### config.mk
export PLATFORM = sky130hd
export DESIGN_NAME = instr_exec_unit
export DESIGN_NICKNAME = d
export VERILOG_FILES = /design/src/rtl/iex_pkg.sv /design/src/rtl/iex_decoder.sv /design/src/rtl/iex_datapath.sv /design/src/rtl/iex_out_stage.sv /design/src/rtl/instr_exec_unit.sv
export SDC_FILE = /design/constraint.sdc
export NUM_CORES = 1
export LEC_CHECK = 0
export CORE_UTILIZATION = 35
export CTS_BUF_LIST = sky130_fd_sc_hd__clkbuf_8
export DETAILED_ROUTE_END_ITERATION = 12
export GPL_TIMING_DRIVEN = 0
export PLACE_DENSITY = 0.54
export SETUP_SLACK_MARGIN = 0.02
export SLEW_MARGIN = 20
export SYNTH_ARGS = -nofsm -noshare
export SYNTH_HDL_FRONTEND = slang
export SYNTH_SLANG_ARGS = --single-unit
### constraint.sdc
create_clock -name clk -period 0.9 [get_ports clk]
set_input_delay 0.09 -clock clk [delete_from_list [all_inputs] [get_ports clk]]
set_output_delay 0.09 -clock clk [all_outputs]
set_load 0.005 [all_outputs]
### src/rtl/iex_pkg.sv
`timescale 1ns/1ps
package iex_pkg;

    localparam int XLEN      = 32;
    localparam int REG_IDX_W = 5;
    localparam int SHAMT_W   = 5;
    localparam int IMM_W     = 16;
    localparam int OPC_W     = 6;
    localparam int FN_W      = 6;

    localparam logic [OPC_W-1:0] OPC_REG  = 6'd0;
    localparam logic [OPC_W-1:0] OPC_ADDI = 6'd8;
    localparam logic [OPC_W-1:0] OPC_LUI  = 6'd15;

    localparam logic [FN_W-1:0] FN_SLL = 6'd0;
    localparam logic [FN_W-1:0] FN_SRL = 6'd2;
    localparam logic [FN_W-1:0] FN_ADD = 6'd32;
    localparam logic [FN_W-1:0] FN_OR  = 6'd37;
    localparam logic [FN_W-1:0] FN_SLT = 6'd42;

    typedef enum logic [2:0] {
        OP_ADD,
        OP_OR,
        OP_SLT,
        OP_SLL,
        OP_SRL,
        OP_ADDI,
        OP_LUI,
        OP_NONE
    } iex_op_e;

    typedef struct packed {
        iex_op_e                op;
        logic [REG_IDX_W-1:0]   dest;
        logic                   wr_en;
        logic                   illegal;
    } iex_dec_t;

    typedef struct packed {
        logic [XLEN-1:0]        result;
        logic [REG_IDX_W-1:0]   dest;
        logic                   wr_en;
        logic                   illegal;
    } iex_out_t;

endpackage

### src/rtl/iex_decoder.sv
`timescale 1ns/1ps
module iex_decoder
    import iex_pkg::*;
(
    input  logic [OPC_W-1:0]     opc_i,
    input  logic [FN_W-1:0]      fn_i,
    input  logic [REG_IDX_W-1:0] rt_idx_i,
    input  logic [REG_IDX_W-1:0] rd_idx_i,
    output iex_dec_t             dec_o
);

    iex_op_e               op_sel;
    logic                  bad_enc;
    logic                  reg_form;
    logic [REG_IDX_W-1:0]  dest_raw;

    // opcode / function code classification
    always_comb begin
        op_sel  = OP_NONE;
        bad_enc = 1'b0;
        case (opc_i)
            OPC_REG: begin
                case (fn_i)
                    FN_ADD:  op_sel = OP_ADD;
                    FN_OR:   op_sel = OP_OR;
                    FN_SLT:  op_sel = OP_SLT;
                    FN_SLL:  op_sel = OP_SLL;
                    FN_SRL:  op_sel = OP_SRL;
                    default: bad_enc = 1'b1;
                endcase
            end
            OPC_ADDI: op_sel  = OP_ADDI;
            OPC_LUI:  op_sel  = OP_LUI;
            default:  bad_enc = 1'b1;
        endcase
    end

    assign reg_form = (opc_i == OPC_REG);
    assign dest_raw = reg_form ? rd_idx_i : rt_idx_i;

    // destination selection and write qualification
    always_comb begin
        dec_o.op      = op_sel;
        dec_o.illegal = bad_enc;
        if (bad_enc) begin
            dec_o.dest  = '0;
            dec_o.wr_en = 1'b0;
        end else begin
            dec_o.dest  = dest_raw;
            dec_o.wr_en = (dest_raw != '0);
        end
    end

endmodule

### src/rtl/iex_datapath.sv
`timescale 1ns/1ps
module iex_datapath
    import iex_pkg::*;
(
    input  iex_op_e            op_i,
    input  logic [SHAMT_W-1:0] shamt_i,
    input  logic [IMM_W-1:0]   imm_i,
    input  logic [XLEN-1:0]    rs_val_i,
    input  logic [XLEN-1:0]    rt_val_i,
    output logic [XLEN-1:0]    result_o
);

    localparam int EXT_W = XLEN - IMM_W;

    logic [XLEN-1:0] imm_sext;
    logic [XLEN-1:0] imm_upper;
    logic [XLEN-1:0] add_b;
    logic [XLEN-1:0] sum;
    logic            lt_signed;

    assign imm_sext  = {{EXT_W{imm_i[IMM_W-1]}}, imm_i};
    assign imm_upper = {imm_i, {EXT_W{1'b0}}};

    // one adder serves both the register and the immediate add
    assign add_b     = (op_i == OP_ADDI) ? imm_sext : rt_val_i;
    assign sum       = rs_val_i + add_b;
    assign lt_signed = ($signed(rs_val_i) < $signed(rt_val_i));

    always_comb begin
        case (op_i)
            OP_ADD,
            OP_ADDI: result_o = sum;
            OP_OR:   result_o = rs_val_i | rt_val_i;
            OP_SLT:  result_o = {{(XLEN-1){1'b0}}, lt_signed};
            OP_SLL:  result_o = rt_val_i << shamt_i;
            OP_SRL:  result_o = rt_val_i >> shamt_i;
            OP_LUI:  result_o = imm_upper;
            default: result_o = '0;
        endcase
    end

endmodule

### src/rtl/iex_out_stage.sv
`timescale 1ns/1ps
module iex_out_stage
    import iex_pkg::*;
#(
    parameter bit REGISTERED = 1'b1
) (
    input  logic     clk,
    input  logic     rst_n,
    input  iex_out_t out_d,
    output iex_out_t out_q
);

    generate
        if (REGISTERED) begin : g_reg
            iex_out_t stage_q;
            always_ff @(posedge clk or negedge rst_n) begin
                if (!rst_n) stage_q <= '0;
                else        stage_q <= out_d;
            end
            assign out_q = stage_q;
        end else begin : g_comb
            logic unused_clk_rst;
            assign unused_clk_rst = clk ^ rst_n;
            assign out_q = out_d;
        end
    endgenerate

endmodule

### src/rtl/instr_exec_unit.sv
`timescale 1ns/1ps
module instr_exec_unit
    import iex_pkg::*;
#(
    parameter bit OUT_REG = 1'b1
) (
    input  logic                 clk,
    input  logic                 rst_n,
    input  logic [31:0]          instr_i,
    input  logic [XLEN-1:0]      rs_val_i,
    input  logic [XLEN-1:0]      rt_val_i,
    output logic [XLEN-1:0]      result_o,
    output logic [REG_IDX_W-1:0] dest_o,
    output logic                 wr_en_o,
    output logic                 illegal_o
);

    // fixed field slices of the instruction word
    logic [OPC_W-1:0]     f_opc;
    logic [REG_IDX_W-1:0] f_rt;
    logic [REG_IDX_W-1:0] f_rd;
    logic [SHAMT_W-1:0]   f_shamt;
    logic [FN_W-1:0]      f_fn;
    logic [IMM_W-1:0]     f_imm;
    logic [REG_IDX_W-1:0] unused_rs_idx;

    assign f_opc         = instr_i[31:26];
    assign unused_rs_idx = instr_i[25:21];
    assign f_rt          = instr_i[20:16];
    assign f_rd          = instr_i[15:11];
    assign f_shamt       = instr_i[10:6];
    assign f_fn          = instr_i[5:0];
    assign f_imm         = instr_i[15:0];

    iex_dec_t        dec;
    logic [XLEN-1:0] alu_res;
    iex_out_t        out_d;
    iex_out_t        out_q;

    iex_decoder u_dec (
        .opc_i    (f_opc),
        .fn_i     (f_fn),
        .rt_idx_i (f_rt),
        .rd_idx_i (f_rd),
        .dec_o    (dec)
    );

    iex_datapath u_dp (
        .op_i     (dec.op),
        .shamt_i  (f_shamt),
        .imm_i    (f_imm),
        .rs_val_i (rs_val_i),
        .rt_val_i (rt_val_i),
        .result_o (alu_res)
    );

    always_comb begin
        out_d.result  = dec.illegal ? '0 : alu_res;
        out_d.dest    = dec.dest;
        out_d.wr_en   = dec.wr_en;
        out_d.illegal = dec.illegal;
    end

    iex_out_stage #(.REGISTERED(OUT_REG)) u_stage (
        .clk   (clk),
        .rst_n (rst_n),
        .out_d (out_d),
        .out_q (out_q)
    );

    assign result_o  = out_q.result;
    assign dest_o    = out_q.dest;
    assign wr_en_o   = out_q.wr_en;
    assign illegal_o = out_q.illegal;

endmodule

==> Yosys cells after proc, flatten, opt, wreduce, memory -nomap -nowiden <==
Cells that the tools add are included.
{ "totals": {"register_bits": 39, "input_bits": 98, "output_inout_bits": 39} }
{ "classes": {"n_addsub": 1, "order_cmp": 1, "n_eq_ne": 12, "shifts": 2, "n_mux": 9, "bitwise": 1, "n_reduce_logical": 7} }
{ "op_table": {"columns": ["operator", "count"], "rows": [
  ["$pmux 32 s6", 1],
  ["$mux 32", 2],
  ["$add 32x32->32", 1],
  ["$lt 32x32->1", 1],
  ["$or 32x32->32", 1],
  ["$shl 32x5->32", 1],
  ["$shr 32x5->32", 1],
  ["$eq 6x6->1 const B", 3],
  ["$pmux 3 s5", 1],
  ["$eq 6x4->1 const B", 2],
  ["$logic_not 6->1", 2],
  ["$eq 3x3->1 const B", 3],
  ["$pmux 3 s3", 1],
  ["$eq 3x2->1 const B", 2],
  ["$eq 6x2->1 const B", 1],
  ["$mux 6", 1],
  ["$mux 5", 1],
  ["$reduce_bool 5->1", 1],
  ["$reduce_or 5->1", 1],
  ["$reduce_or 2->1", 2],
  ["$eq 3x1->1 const B", 1],
  ["$logic_not 3->1", 1],
  ["$pmux 1 s2", 1],
  ["$mux 1", 1]
]} }

==> Depth between registers and ports, before layout <==
{ "depth": {"word_depth": 8, "ltp_mapped": 14, "ltp_nobuf": 13} }

==> Cells and area by module <==
A second synthesis with hierarchy kept.
{ "hier_totals": {"hier_cells": 1089, "hier_area_um2": 8678.3} }
{ "modules_own_cells": {"columns": ["mod", "instances", "cells_per_inst", "area_per_inst_um2", "seq_area_each_um2"], "rows": [
  ["iex_datapath", 1, 970, 7159.4, 0.0],
  ["iex_out_stage", 1, 39, 975.9, 975.9],
  ["iex_decoder", 1, 45, 320.3, 0.0],
  ["instr_exec_unit", 1, 35, 222.7, 0.0]
]} }

==> Worst setup path before layout <==
OpenSTA, ideal clock, no wires.
{ "synth_path": {"kind": "input to register", "start": "input instr_i[27]", "end": "register u_stage.g_reg.stage_q (netlist bit u_stage.out_q[38])", "setup_ns": 0.124, "arrival_ns": 3.270, "path_slack_ns": -2.494, "stages": 14, "n_path_buf": 2, "path_cell_list": "nor3_1 nand3_1 clkbuf_1 mux2_2 ha_1 buf_2 a21oi_1 o21ai_1 or4_4 o21ai_4 o2111ai_1 a31oi_1 xnor2_1 a211o_1"} }
{ "synth_rtl": {"columns": ["item", "line_no", "rtl"], "rows": [
  ["from (decl)", "instr_exec_unit.sv:9", "input logic [31:0] instr_i,"],
  ["to (signal assigned)", "iex_out_stage.sv:18", "else stage_q <= out_d;"],
  ["to (decl)", "iex_out_stage.sv:15", "iex_out_t stage_q;"]
]} }

==> results list <==
- Data required time at the worst endpoint: 1.05 ns
- EDFF count, synth: 0
* Biggest area contributors in the synthesized netlist: ha_1 (15%), mux4_2 (13%), dfrtp_1 (12%)
- Int Power: 5270 uW
* Startpoint type of the worst setup path: input pin
- Final number of hold-violating endpoints: 0
- TritonCTS built the clock tree.
* Least-Margin Pin Slew: between 0.9 and 1 ns
- Layout overhead on the synthesized area: 44.4%
- Power Dens Cells: just over 800 nW/um^2
* Finished Layout Cells: 1,525
- Dividing the synthesized area by the synthesized cell count gives 8.40 sq um.
- In the synthesized netlist, the cells that appear most often are ha_1 (100), inv_1 (89), mux2i_1 (77).
* Post-route worst setup slack: -2.27 ns
- Pins Over Slew Limit: 0
- The clock tree synthesis step divided the H-tree into 2 levels.
- The number of nets in the synthesized netlist is 1,198.
- The cell count after synthesis came out at 999.
- Area of the die: 24,600 sq um
- Wire length of the first global-routing pass: 62,000 um
- For this design the total switching power over the nets is approximately 4600 uW.
- Synth Register Bits: 39
- Horizontal die dimension: 157 um
- Post-synth top area share: 0.149
- Once detailed placement completed, the half-perimeter wirelength came to 33,700 um.
- Setup repair after global routing missed its margin: yes
- In the finished design, the share of the clock period the worst path needs comes to 3.52.
* Final global-route overflow total: 0
- Relative contribution of sequential cells to total power: 0.180
- Clock-pin slew was measured on the worst setup and hold paths at 0.08 ns.
* Total detailed-routing wirelength: 43,500 um
- Final standard cell utilization of the core: 0.516
- The net count of the finished layout is 1,404.
- Inserted Clock Buffers: 5
- Initial Util: 0.358
* Worst IR drop on VDD: 0.605 mV
- TritonRoute pass-1 iters: 6
- Total number of placement rows: 56
* GR Util All Layers: 0.354
- Number of max-cap violations: 0
- The most used flip-flop cell after synthesis is dfrtp_1.
- The via count of the first global-routing pass is 8,907.
* Via count normalized by instance count: a little over 6
* Proportion of power drawn by the clock network: 0.121
* Hold crit path type: input pin to asynchronous set/reset pin
- Counting flops with an async set or reset pin after synthesis yields a share of 1.00.
- Leakage Power: 0.00560 uW
- Number of placed instances, taps included: 1,444
- Wire per inst: 28.5 um
- The synthesized netlist contains 68 unique library cells.
* Total via count after detailed routing: 9,382
* Endpoint type of the worst setup path: register
- The congestion estimate from routability-driven global placement came to 1.01.
- Placed standard-cell area: 10,400 sq um
- After detailed routing, the number of remaining DRC violations is 0.
- The cell area that synthesis handed to floorplanning was 8390 sq um.
- Fillers: about 2.3k
- Based on the critical path, the design can be clocked at up to 316 MHz.
- The checks that failed: negative setup slack.
- Critical Path Fanout Max: 4
- Std-Cell Core Area: 23,500 sq um
- Max FFs per register: 39
- Headroom to the max-slew limit: 0.329
- Clock tree sinks: 39
- Entering global routing, the biggest net connects 31 pins.
- Final setup viols: 42
- Data on the critical path arrives at its endpoint at roughly 3.3 ns.
- The most common cell in the synthesized netlist is ha_1.
- Pre-CTS WS: -3.67 ns
- After routing, the total negative slack on setup checks comes to -62.82 ns.
* Initial antenna violation count: 0
- Root Buffer: clkbuf_8
- Subtracting the final worst setup slack from the clock period gives 3.17 ns.
* Antenna diode count: 0
* Portion of the post-synthesis area used by sequential elements: 0.116
* Port Buffer Count: approximately 120
- Proportion of layout cells with a drive suffix above 1: 0.346
* Number of ports placed on the die boundary: 137
* Worst-case clock buffer depth: 2
* Starting DRC count in detailed routing: approximately 970
- By startpoint and endpoint, the worst setup path is classified as input pin to register.
- Of the total power, the share spent switching nets is 0.467.
- Synth area leader: ha_1
- Summing all non-filler instances in the final layout gives an area of 12,100 sq um.
* Height of the die: 157 um
- The flow ran to the end, but the final reports show violations.
* Combinational cell fraction of total power: 0.698
* Residual antenna-violating net count after detailed routing: 0
- Yosys printed 0 warnings.
## layout make-up
type / count / area, sq um / area share
multi-input combinational: 808 / 8040 / 0.663
inverter: 89 / 334 / 0.0276
sequential: 39 / 976 / 0.0805
clock buffer: 5 / 68.8 / 0.00568
buffer: 60 / 468 / 0.0386
timing repair buffer: 202 / 1820 / 0.150
clock inverter: 3 / 16.3 / 0.00134
tap: 319 / 399 / 0.0329
## stage by stage
stage	power (uW)	hold WS, ns
global placement	7310	0.568
CTS	9350	0.185
detailed placement	7270	-0.0215
global route	10300	0.225
floorplan	5080	-0.206
finish	9900	0.184
## power groups by stage
stage | Sequential (uW) | Clock [uW] | Combinational, uW
finish | 1780 | 1200 | 6910
detailed placement | 1820 | 0 | 5450
global placement | 1820 | 0 | 5490
floorplan | 1820 | 0 | 3260
CTS | 1780 | 1230 | 6340
global route | 1790 | 1290 | 7230
## layout by cell type (no fill, tap or decap), types with 25 or more instances in the layout
cell | Yosys | layout
inv_1 | 89 | 90
ha_1 | 100 | 79
mux2i_1 | 77 | 69
nand2_1 | 70 | 64
buf_2 | 19 | 52
buf_4 | 3 | 51
nor2_1 | 61 | 51
mux4_2 | 49 | 49
a21oi_1 | 71 | 46
clkdlybuf4s50_1 | 0 | 43
dfrtp_1 | 39 | 39
a21o_1 | 36 | 36
o21ai_1 | 37 | 36
buf_6 | 0 | 28
mux2_2 | 35 | 27
o22ai_1 | 30 | 25
## routing by layer
metal,part of all wire,up-vias,GRT usage
met1,0.45,4700,0.507
met5,0,-,0
met4,0.030,0,0.0999
li1,-,4158,-
met3,0.084,65,0.0565
met2,0.44,459,0.544
## critical path, cell delays in order
cell and delay, ns:
clkdlybuf4s50_1 0.72, mux2_2 0.47, ha_1 0.36, a21oi_1 0.15, o21a_1 0.17, o21ai_2 0.08
nand4bb_4 0.27, a311oi_4 0.40, o21bai_1 0.16, mux2i_2 0.25, o2111ai_2 0.18
## path summary, 6_finish.rpt
check	startpoint	end	slack [ns]	cells after the start
hold / removal	rst_n	u_stage.out_q[12]	0.18	2
setup / recovery	instr_i[11]	u_stage.out_q[35]	-2.27	11
max in group asynchronous	rst_n	u_stage.out_q[35]	0.27	3
min in group clk	instr_i[15]	u_stage.out_q[6]	0.21	3
## logic make-up (layout without fill, tap and decap cells)
kind of cell / after synthesis / count (layout) / share of synthesized area
compound gates: 306 / 306 / 0.239
xor+xnor: 24 / 24 / 0.0250
fa+ha+maj: 101 / 101 / 0.151
buf+inv: 152 / 359 / 0.0722
flops: 39 / 39 / 0.116
mux: 165 / 165 / 0.276
simple gates: 212 / 212 / 0.120
## timing repair
| action | in CTS | in global routing |
|---|---|---|
| pin swaps | 80 | 47 |
| buffers inserted | 51 | 23 |
| hold buffers | 1 | 0 |
| gates resized for setup | 400 | 79 |
| endpoints found under the hold margin | 39 | 0 |
| endpoints found under the setup margin | 78 | 77 |
| cloned | 2 | 0 |
(Power assumes the default switching activity.)
